## src/rtl/adc_seq_pkg.sv

```systemverilog
package adc_seq_pkg;

  typedef enum logic [1:0] {
    RUN_OFF    = 2'd0,
    RUN_SINGLE = 2'd1,
    RUN_CONT   = 2'd2,
    RUN_HW     = 2'd3
  } run_mode_e;

  typedef enum logic [1:0] {
    ST_IDLE,
    ST_ACQ,
    ST_TRIAL,
    ST_FMT
  } seq_state_e;

  localparam logic [1:0] IN_DIFF = 2'd2;

endpackage

```

## src/rtl/adc_trig_detect.sv

```systemverilog
module adc_trig_detect #(
  parameter int N_SRC = 4,
  parameter int SEL_W = $clog2(N_SRC)
) (
  input  logic             clk,
  input  logic             rst,
  input  logic [N_SRC-1:0] trig_i,
  input  logic [SEL_W-1:0] sel_i,
  output logic             level_o,
  output logic             rise_o
);

  logic [N_SRC-1:0] prev_q;
  logic [N_SRC-1:0] rise_vec;

  always_ff @(posedge clk) begin
    if (rst) prev_q <= '0;
    else     prev_q <= trig_i;
  end

  // one edge detector per source, so switching the select never fakes an edge
  for (genvar g = 0; g < N_SRC; g++) begin : g_src
    assign rise_vec[g] = trig_i[g] & ~prev_q[g];
  end

  assign level_o = trig_i[sel_i];
  assign rise_o  = rise_vec[sel_i];

endmodule

```

## src/rtl/adc_sar_reg.sv

```systemverilog
module adc_sar_reg #(
  parameter int W = 12
) (
  input  logic         clk,
  input  logic         rst,
  input  logic         load_i,
  input  logic         step_i,
  input  logic         cmp_i,
  output logic [W-1:0] code_o,
  output logic         last_o
);

  localparam logic [W-1:0] MSB_ONE = {1'b1, {(W-1){1'b0}}};

  logic [W-1:0] code_q;
  logic [W-1:0] mask_q;

  always_ff @(posedge clk) begin
    if (rst) begin
      code_q <= '0;
      mask_q <= '0;
    end else if (load_i) begin
      code_q <= MSB_ONE;
      mask_q <= MSB_ONE;
    end else if (step_i) begin
      code_q <= (cmp_i ? code_q : (code_q & ~mask_q)) | (mask_q >> 1);
      mask_q <= mask_q >> 1;
    end
  end

  assign code_o = code_q;
  assign last_o = mask_q[0];

endmodule

```

## src/rtl/adc_result_fmt.sv

```systemverilog
module adc_result_fmt #(
  parameter int W     = 12,
  parameter int RES_W = 16
) (
  input  logic             clk,
  input  logic             rst,
  input  logic             wr_i,
  input  logic             signed_i,
  input  logic [W-1:0]     code_i,
  output logic [RES_W-1:0] result_o,
  output logic             done_o
);

  localparam int EXT_W = RES_W - W;
  localparam logic [W-1:0] MSB_ONE = {1'b1, {(W-1){1'b0}}};

  logic [W-1:0]     twos;
  logic [RES_W-1:0] fmt;
  logic [RES_W-1:0] res_q;
  logic             done_q;

  // offset binary to two's complement: flip the top bit
  assign twos = code_i ^ MSB_ONE;

  always_comb begin
    if (signed_i) fmt = {{EXT_W{twos[W-1]}}, twos};
    else          fmt = {{EXT_W{1'b0}}, code_i};
  end

  always_ff @(posedge clk) begin
    if (rst) begin
      res_q  <= '0;
      done_q <= 1'b0;
    end else begin
      done_q <= wr_i;
      if (wr_i) res_q <= fmt;
    end
  end

  assign result_o = res_q;
  assign done_o   = done_q;

endmodule

```

## src/rtl/adc_sar_seq.sv

```systemverilog
module adc_sar_seq
  import adc_seq_pkg::*;
#(
  parameter int DATA_W  = 12,
  parameter int RES_W   = 16,
  parameter int N_EXT   = 16,
  parameter int N_TRIG  = 4,
  parameter int ACQ_CYC = 2,
  localparam int CH_W   = $clog2(N_EXT + 1),
  localparam int TSEL_W = $clog2(N_TRIG)
) (
  input  logic              clk,
  input  logic              rst,
  input  logic [1:0]        run_mode_i,
  input  logic              sw_start_i,
  input  logic [N_TRIG-1:0] trig_i,
  input  logic [TSEL_W-1:0] trig_sel_i,
  input  logic [1:0]        in_mode_i,
  input  logic [CH_W-1:0]   chan_i,
  input  logic              cmp_i,
  output logic [DATA_W-1:0] dac_code_o,
  output logic              sample_o,
  output logic [CH_W-1:0]   chan_o,
  output logic              temp_sel_o,
  output logic              busy_o,
  output logic              done_o,
  output logic [RES_W-1:0]  result_o
);

  localparam int ACQ_W = $clog2(ACQ_CYC + 1);
  localparam logic [ACQ_W-1:0] ACQ_LAST = ACQ_W'(ACQ_CYC - 1);
  localparam logic [CH_W-1:0]  TEMP_CH  = CH_W'(N_EXT);

  seq_state_e       state_q;
  logic [ACQ_W-1:0] acq_cnt_q;
  logic             fd_q;
  logic [CH_W-1:0]  chan_q;
  run_mode_e        run_mode;
  logic             trig_level, trig_rise;
  logic             start_req, again_req, launch;
  logic             sar_load, sar_step, sar_last;
  logic [CH_W-1:0]  chan_map;

  assign run_mode = run_mode_e'(run_mode_i);

  adc_trig_detect #(.N_SRC(N_TRIG), .SEL_W(TSEL_W)) u_trig (
    .clk     (clk),
    .rst     (rst),
    .trig_i  (trig_i),
    .sel_i   (trig_sel_i),
    .level_o (trig_level),
    .rise_o  (trig_rise)
  );

  // request from idle
  always_comb begin
    unique case (run_mode)
      RUN_SINGLE: start_req = sw_start_i;
      RUN_CONT:   start_req = 1'b1;
      RUN_HW:     start_req = trig_rise;
      default:    start_req = 1'b0;
    endcase
  end

  // request on the result-write edge: no fresh edge needed
  always_comb begin
    unique case (run_mode)
      RUN_CONT: again_req = 1'b1;
      RUN_HW:   again_req = trig_level;
      default:  again_req = 1'b0;
    endcase
  end

  assign launch   = ((state_q == ST_IDLE) && start_req) ||
                    ((state_q == ST_FMT) && again_req);
  assign chan_map = (chan_i >= TEMP_CH) ? TEMP_CH : chan_i;

  always_ff @(posedge clk) begin
    if (rst) begin
      state_q   <= ST_IDLE;
      acq_cnt_q <= '0;
      fd_q      <= 1'b0;
      chan_q    <= '0;
    end else begin
      unique case (state_q)
        ST_IDLE: begin
          if (start_req) begin
            state_q   <= ST_ACQ;
            acq_cnt_q <= '0;
          end
        end
        ST_ACQ: begin
          if (acq_cnt_q == ACQ_LAST) state_q <= ST_TRIAL;
          else acq_cnt_q <= acq_cnt_q + 1'b1;
        end
        ST_TRIAL: begin
          if (sar_last) state_q <= ST_FMT;
        end
        ST_FMT: begin
          if (again_req) begin
            state_q   <= ST_ACQ;
            acq_cnt_q <= '0;
          end else begin
            state_q <= ST_IDLE;
          end
        end
        default: state_q <= ST_IDLE;
      endcase
      if (launch) begin
        fd_q   <= (in_mode_i == IN_DIFF);
        chan_q <= chan_map;
      end
    end
  end

  assign sar_load = (state_q == ST_ACQ) && (acq_cnt_q == ACQ_LAST);
  assign sar_step = (state_q == ST_TRIAL);

  adc_sar_reg #(.W(DATA_W)) u_sar (
    .clk    (clk),
    .rst    (rst),
    .load_i (sar_load),
    .step_i (sar_step),
    .cmp_i  (cmp_i),
    .code_o (dac_code_o),
    .last_o (sar_last)
  );

  adc_result_fmt #(.W(DATA_W), .RES_W(RES_W)) u_fmt (
    .clk      (clk),
    .rst      (rst),
    .wr_i     (state_q == ST_FMT),
    .signed_i (fd_q),
    .code_i   (dac_code_o),
    .result_o (result_o),
    .done_o   (done_o)
  );

  assign sample_o   = (state_q == ST_ACQ);
  assign busy_o     = (state_q != ST_IDLE);
  assign chan_o     = chan_q;
  assign temp_sel_o = (chan_q == TEMP_CH);

endmodule

```

## config.mk

```make
export PLATFORM = sky130hd
export DESIGN_NAME = adc_sar_seq
export DESIGN_NICKNAME = d
export VERILOG_FILES = /design/src/rtl/adc_seq_pkg.sv /design/src/rtl/adc_trig_detect.sv /design/src/rtl/adc_sar_reg.sv /design/src/rtl/adc_result_fmt.sv /design/src/rtl/adc_sar_seq.sv
export SDC_FILE = /design/constraint.sdc
export NUM_CORES = 1
export LEC_CHECK = 0
export CAP_MARGIN = 20
export CORE_MARGIN = 5
export CORE_UTILIZATION = 52
export DETAILED_ROUTE_END_ITERATION = 16
export GPL_TIMING_DRIVEN = 0
export HOLD_SLACK_MARGIN = 0.05
export PLACE_DENSITY = 0.87
export SKIP_CTS_REPAIR_TIMING = 1
export SYNTH_ARGS = -nofsm -noshare
export SYNTH_HDL_FRONTEND = slang
export SYNTH_SLANG_ARGS = --single-unit
export TNS_END_PERCENT = 100
```

## constraint.sdc

```tcl
create_clock -name clk -period 2.96 [get_ports clk]
set_clock_uncertainty 0.15 [all_clocks]
set_input_delay 0.592 -clock clk [delete_from_list [all_inputs] [get_ports clk]]
set_output_delay 0.592 -clock clk [all_outputs]
set_load 0.01 [all_outputs]
```

==> impl_metrics.py <==
metrics = {
    "synth": {
        "synth.most_common_cell": "dfxtp_1",
        "ys_seq_area_share_pct": 46.1,
        "syn_area_mm2": 0.00226,
        "synth-simple-area-share_pct": 17.8,
        "yosys-top-cells-area": "dfxtp_1, nand2_1, mux2i_1",
        "muxShareOfSynthArea_pct": 7.21,
        "post-synth-top-area-cell": "dfxtp_1",
        "synth_edf_count": 0,
        "synth_seq_cells": 52,
        "synth_xor_area_share_pct": 0,
        "netlist_top_cells_count": "dfxtp_1, nand2_1, a21oi_1, nor2_1, inv_1",
        "ys.flop_type": "dfxtp_1",
        "netlist_instances": 255,
        "synthAdderAreaFrac_pct": 3.33,
        "ys_warn_count": 0,
        "synth_top_family_by_area": "simple AND/OR/NAND/NOR gates",
        "synth_cell_type_count": 36,
        "syn_area_per_cell_um2": 8.85,
        "synth_compound_area_share_pct": 15.8,
        "synth_top_area_share_pct": 46.1,
        "syn-num-nets": 280,
        "synthArstFlopShare_pct": 0,
    },
    "critical_path": {
        "timing.rr.start": "state_q[0]$_SDFFE_PP0P_",
        "worstPathArrival_ns": 1.76,
        "r2r_cells": 8,
        "path_cells": "inv_1 > ha_1 > inv_1 > clkdlybuf4s50_1",
        "critPathKind": "reg -> out",
        "crit_top_cell": "inv_1",
        "setup.worst_path.start": "state_q[0]$_SDFFE_PP0P_",
        "r2r_setup_slack_ns": 0.96,
        "max_stage_delay_ns": 0.54,
        "crit_path_max_fanout": 5,
        "reg2reg_to": "u_sar.code_o[2]$_SDFFE_PP0P_",
        "cpMaxStageDelayCell": "clkdlybuf4s50_1",
        "cp.required_ns": 2.22,
        "worst_setup_path_end_kind": "output port",
        "cp-endpoint": "busy_o",
        "start_kind": "flip-flop",
    },
    "cells_and_area": {
        "drive_above_1_share_pct": 10.1,
        "multiInputGateArea_um2": 995,
        "seqCellArea_mm2": 0.00104,
        "final_cell_area_mm2": 0.00295,
        "antenna_cells": 0,
        "syn_to_final_growth_pct": 30.7,
        "nFillCells": 350,
        "nets": 342,
    },
    "floorplanning": {
        "dieArea_mm2": 0.00576,
        "dieHeight_um": 75.9,
        "core_mm2": 0.00429,
        "die_x_um": 75.9,
        "start_util_pct": 52.5,
        "num_io_pins": 56,
        "num_rows": 24,
    },
    "run_status": {
        "outcome": "finished clean",
    },
    "route": {
        "drt_wl_total_um": 4840,
        "vias": 1904,
        "drc": 0,
        "via_per_inst": 5.16,
        "dr.pass1.iters": 5,
        "wire_per_inst_um": 13.1,
        "ant_nets": 0,
        "drt_first_iter_violations": 110,
    },
    "grt": {
        "grt_pass1_vias": 1766,
        "gr-usage-met1_pct": 24.0,
        "antenna_found_initial": 0,
        "grt-ovfl-total": 0,
        "grt_util_met2_pct": 28.8,
        "grt_use_total_pct": 17.7,
        "grt_max_degree": 15,
        "grtUsageMet3_pct": 2.51,
        "grt_pass1_wl_um": 7900,
        "grt_most_used_layer": "met2",
    },
    "clock_network": {
        "cts_tree": "built",
        "cts-root-buf": "clkbuf_8",
        "cts_htree_levels": 2,
        "worstSkewPairLatency_ns": 0.30,
        "cts_buffers": 5,
        "cts_buffer_depth": 2,
        "cts.sinks": 52,
        "clk_pin_slew_ns": 0.09,
    },
    "flow_run": {
        "max_cap_viol_count": 0,
    },
    "power": {
        "power.leakage_nw": 1.06,
        "power.density_mw_per_mm2": 557,
        "ir_drop_mv": 0.360,
    },
    "timing": {
        "min_period_over_period_pct": 84.6,
        "rsz0062_at_grt": "false",
        "tightest_slew_ns": 0.609,
        "slew_headroom_pct": 59.4,
        "hold_violations": 0,
        "setup_tns_ns": 0,
        "maxSlewViolCount": 0,
        "fmax_mhz": 399,
        "setup_viol": 0,
        "timing.final.crit_period_ns": 2.50,
    },
    "hold_path": {
        "hold_path_depth": 2,
        "hp-class": "reg -> reg",
    },
    "place": {
        "place_congestion": 0.827,
        "placed_area_mm2": 0.00287,
        "hpwl_um": 3500,
        "io_buffer_count": 55,
    },
}
## flip-flops by register name (all words and copies together), names as in the netlist
register and count:
acq_cnt_q 2, chan_o 5, fd_q 1, state_q 2, u_fmt.done_o 1, u_fmt.result_o 13
u_sar.code_o 12, u_sar.mask_q 12, u_trig.prev_q 4
## routing by layer
metal,share of wire (%),vias up
met3,4.0,8
met1,47,887
met4,1.6,0
met2,47,43
met5,0,-
li1,-,966
## stage by stage
step	hold WS, ns	total power [mW]	std cells	setup slack [ns]	util (%)
after detailed placement	0.315	1.27	362	0.288	66.9
after global placement	0.314	1.26	362	0.333	66.9
final	0.324	1.64	369	0.456	68.7
after floorplan	0.298	1.10	255	1.03	-
after global routing	0.348	1.73	369	0.378	68.7
after CTS	0.327	1.65	369	0.474	68.7
## worst min-delay path by stage
| stage | from | to | slack [ns] |
|---|---|---|---|
| after floorplan | fd_q$_SDFFE_PP0P_ | fd_q$_SDFFE_PP0P_ | 0.30 |
| after global placement | u_sar.code_o[8]$_SDFFE_PP0P_ | u_sar.code_o[8]$_SDFFE_PP0P_ | 0.31 |
| after detailed placement | u_sar.code_o[3]$_SDFFE_PP0P_ | u_sar.code_o[3]$_SDFFE_PP0P_ | 0.31 |
| after CTS | u_sar.code_o[3]$_SDFFE_PP0P_ | u_sar.code_o[3]$_SDFFE_PP0P_ | 0.33 |
| after global routing | u_sar.code_o[3]$_SDFFE_PP0P_ | u_sar.code_o[3]$_SDFFE_PP0P_ | 0.35 |
| final | fd_q$_SDFFE_PP0P_ | fd_q$_SDFFE_PP0P_ | 0.32 |
## layout make-up
| type | instances | area share (%) |
|---|---|---|
| flip-flops and latches | 52 | 35.3 |
| well taps | 52 | 2.21 |
| clock buffers | 6 | 2.46 |
| inverters | 15 | 1.91 |
| multi-input cells | 161 | 33.7 |
| plain buffers | 27 | 5.56 |
| repair buffers | 55 | 18.7 |
| clock inverters | 1 | 0.170 |
## cells by family (layout without fill, tap and decap cells)
logic type	count (synthesis)	in the layout
adders and majority gates	6	6
muxes	15	15
AOI/OAI and AO/OA	51	51
and+or+nand+nor	89	89
DFF	52	52
buffers and inverters	42	104
## power by group
part | switching (mW) | internal, mW
registers | 0.0303 | 0.738
logic | 0.291 | 0.207
clock network | 0.217 | 0.161
## cell usage in the layout, fill, tap and decap left out, types with 2 or more instances in the layout
cell type	count
nor3b_1	6
nor2_1	17
a21oi_1	26
clkbuf_8	5
ha_1	6
nor2b_1	5
o21ai_1	7
inv_1	15
mux2i_1	14
buf_2	2
clkdlybuf4s50_1	55
clkbuf_1	11
o41ai_1	2
buf_4	14
a211oi_1	2
o41ai_2	5
nand2_1	51
dfxtp_1	52
nand2b_1	2
## worst max-delay path, delay by kind of cell, from the launching register on
kind / cells / cell delay [ns]
buffers and inverters: 3 / 0.77
adder cells (fa/ha/maj): 1 / 0.28
flip-flops: 1 / 0.41
(Power assumes the default switching activity.)
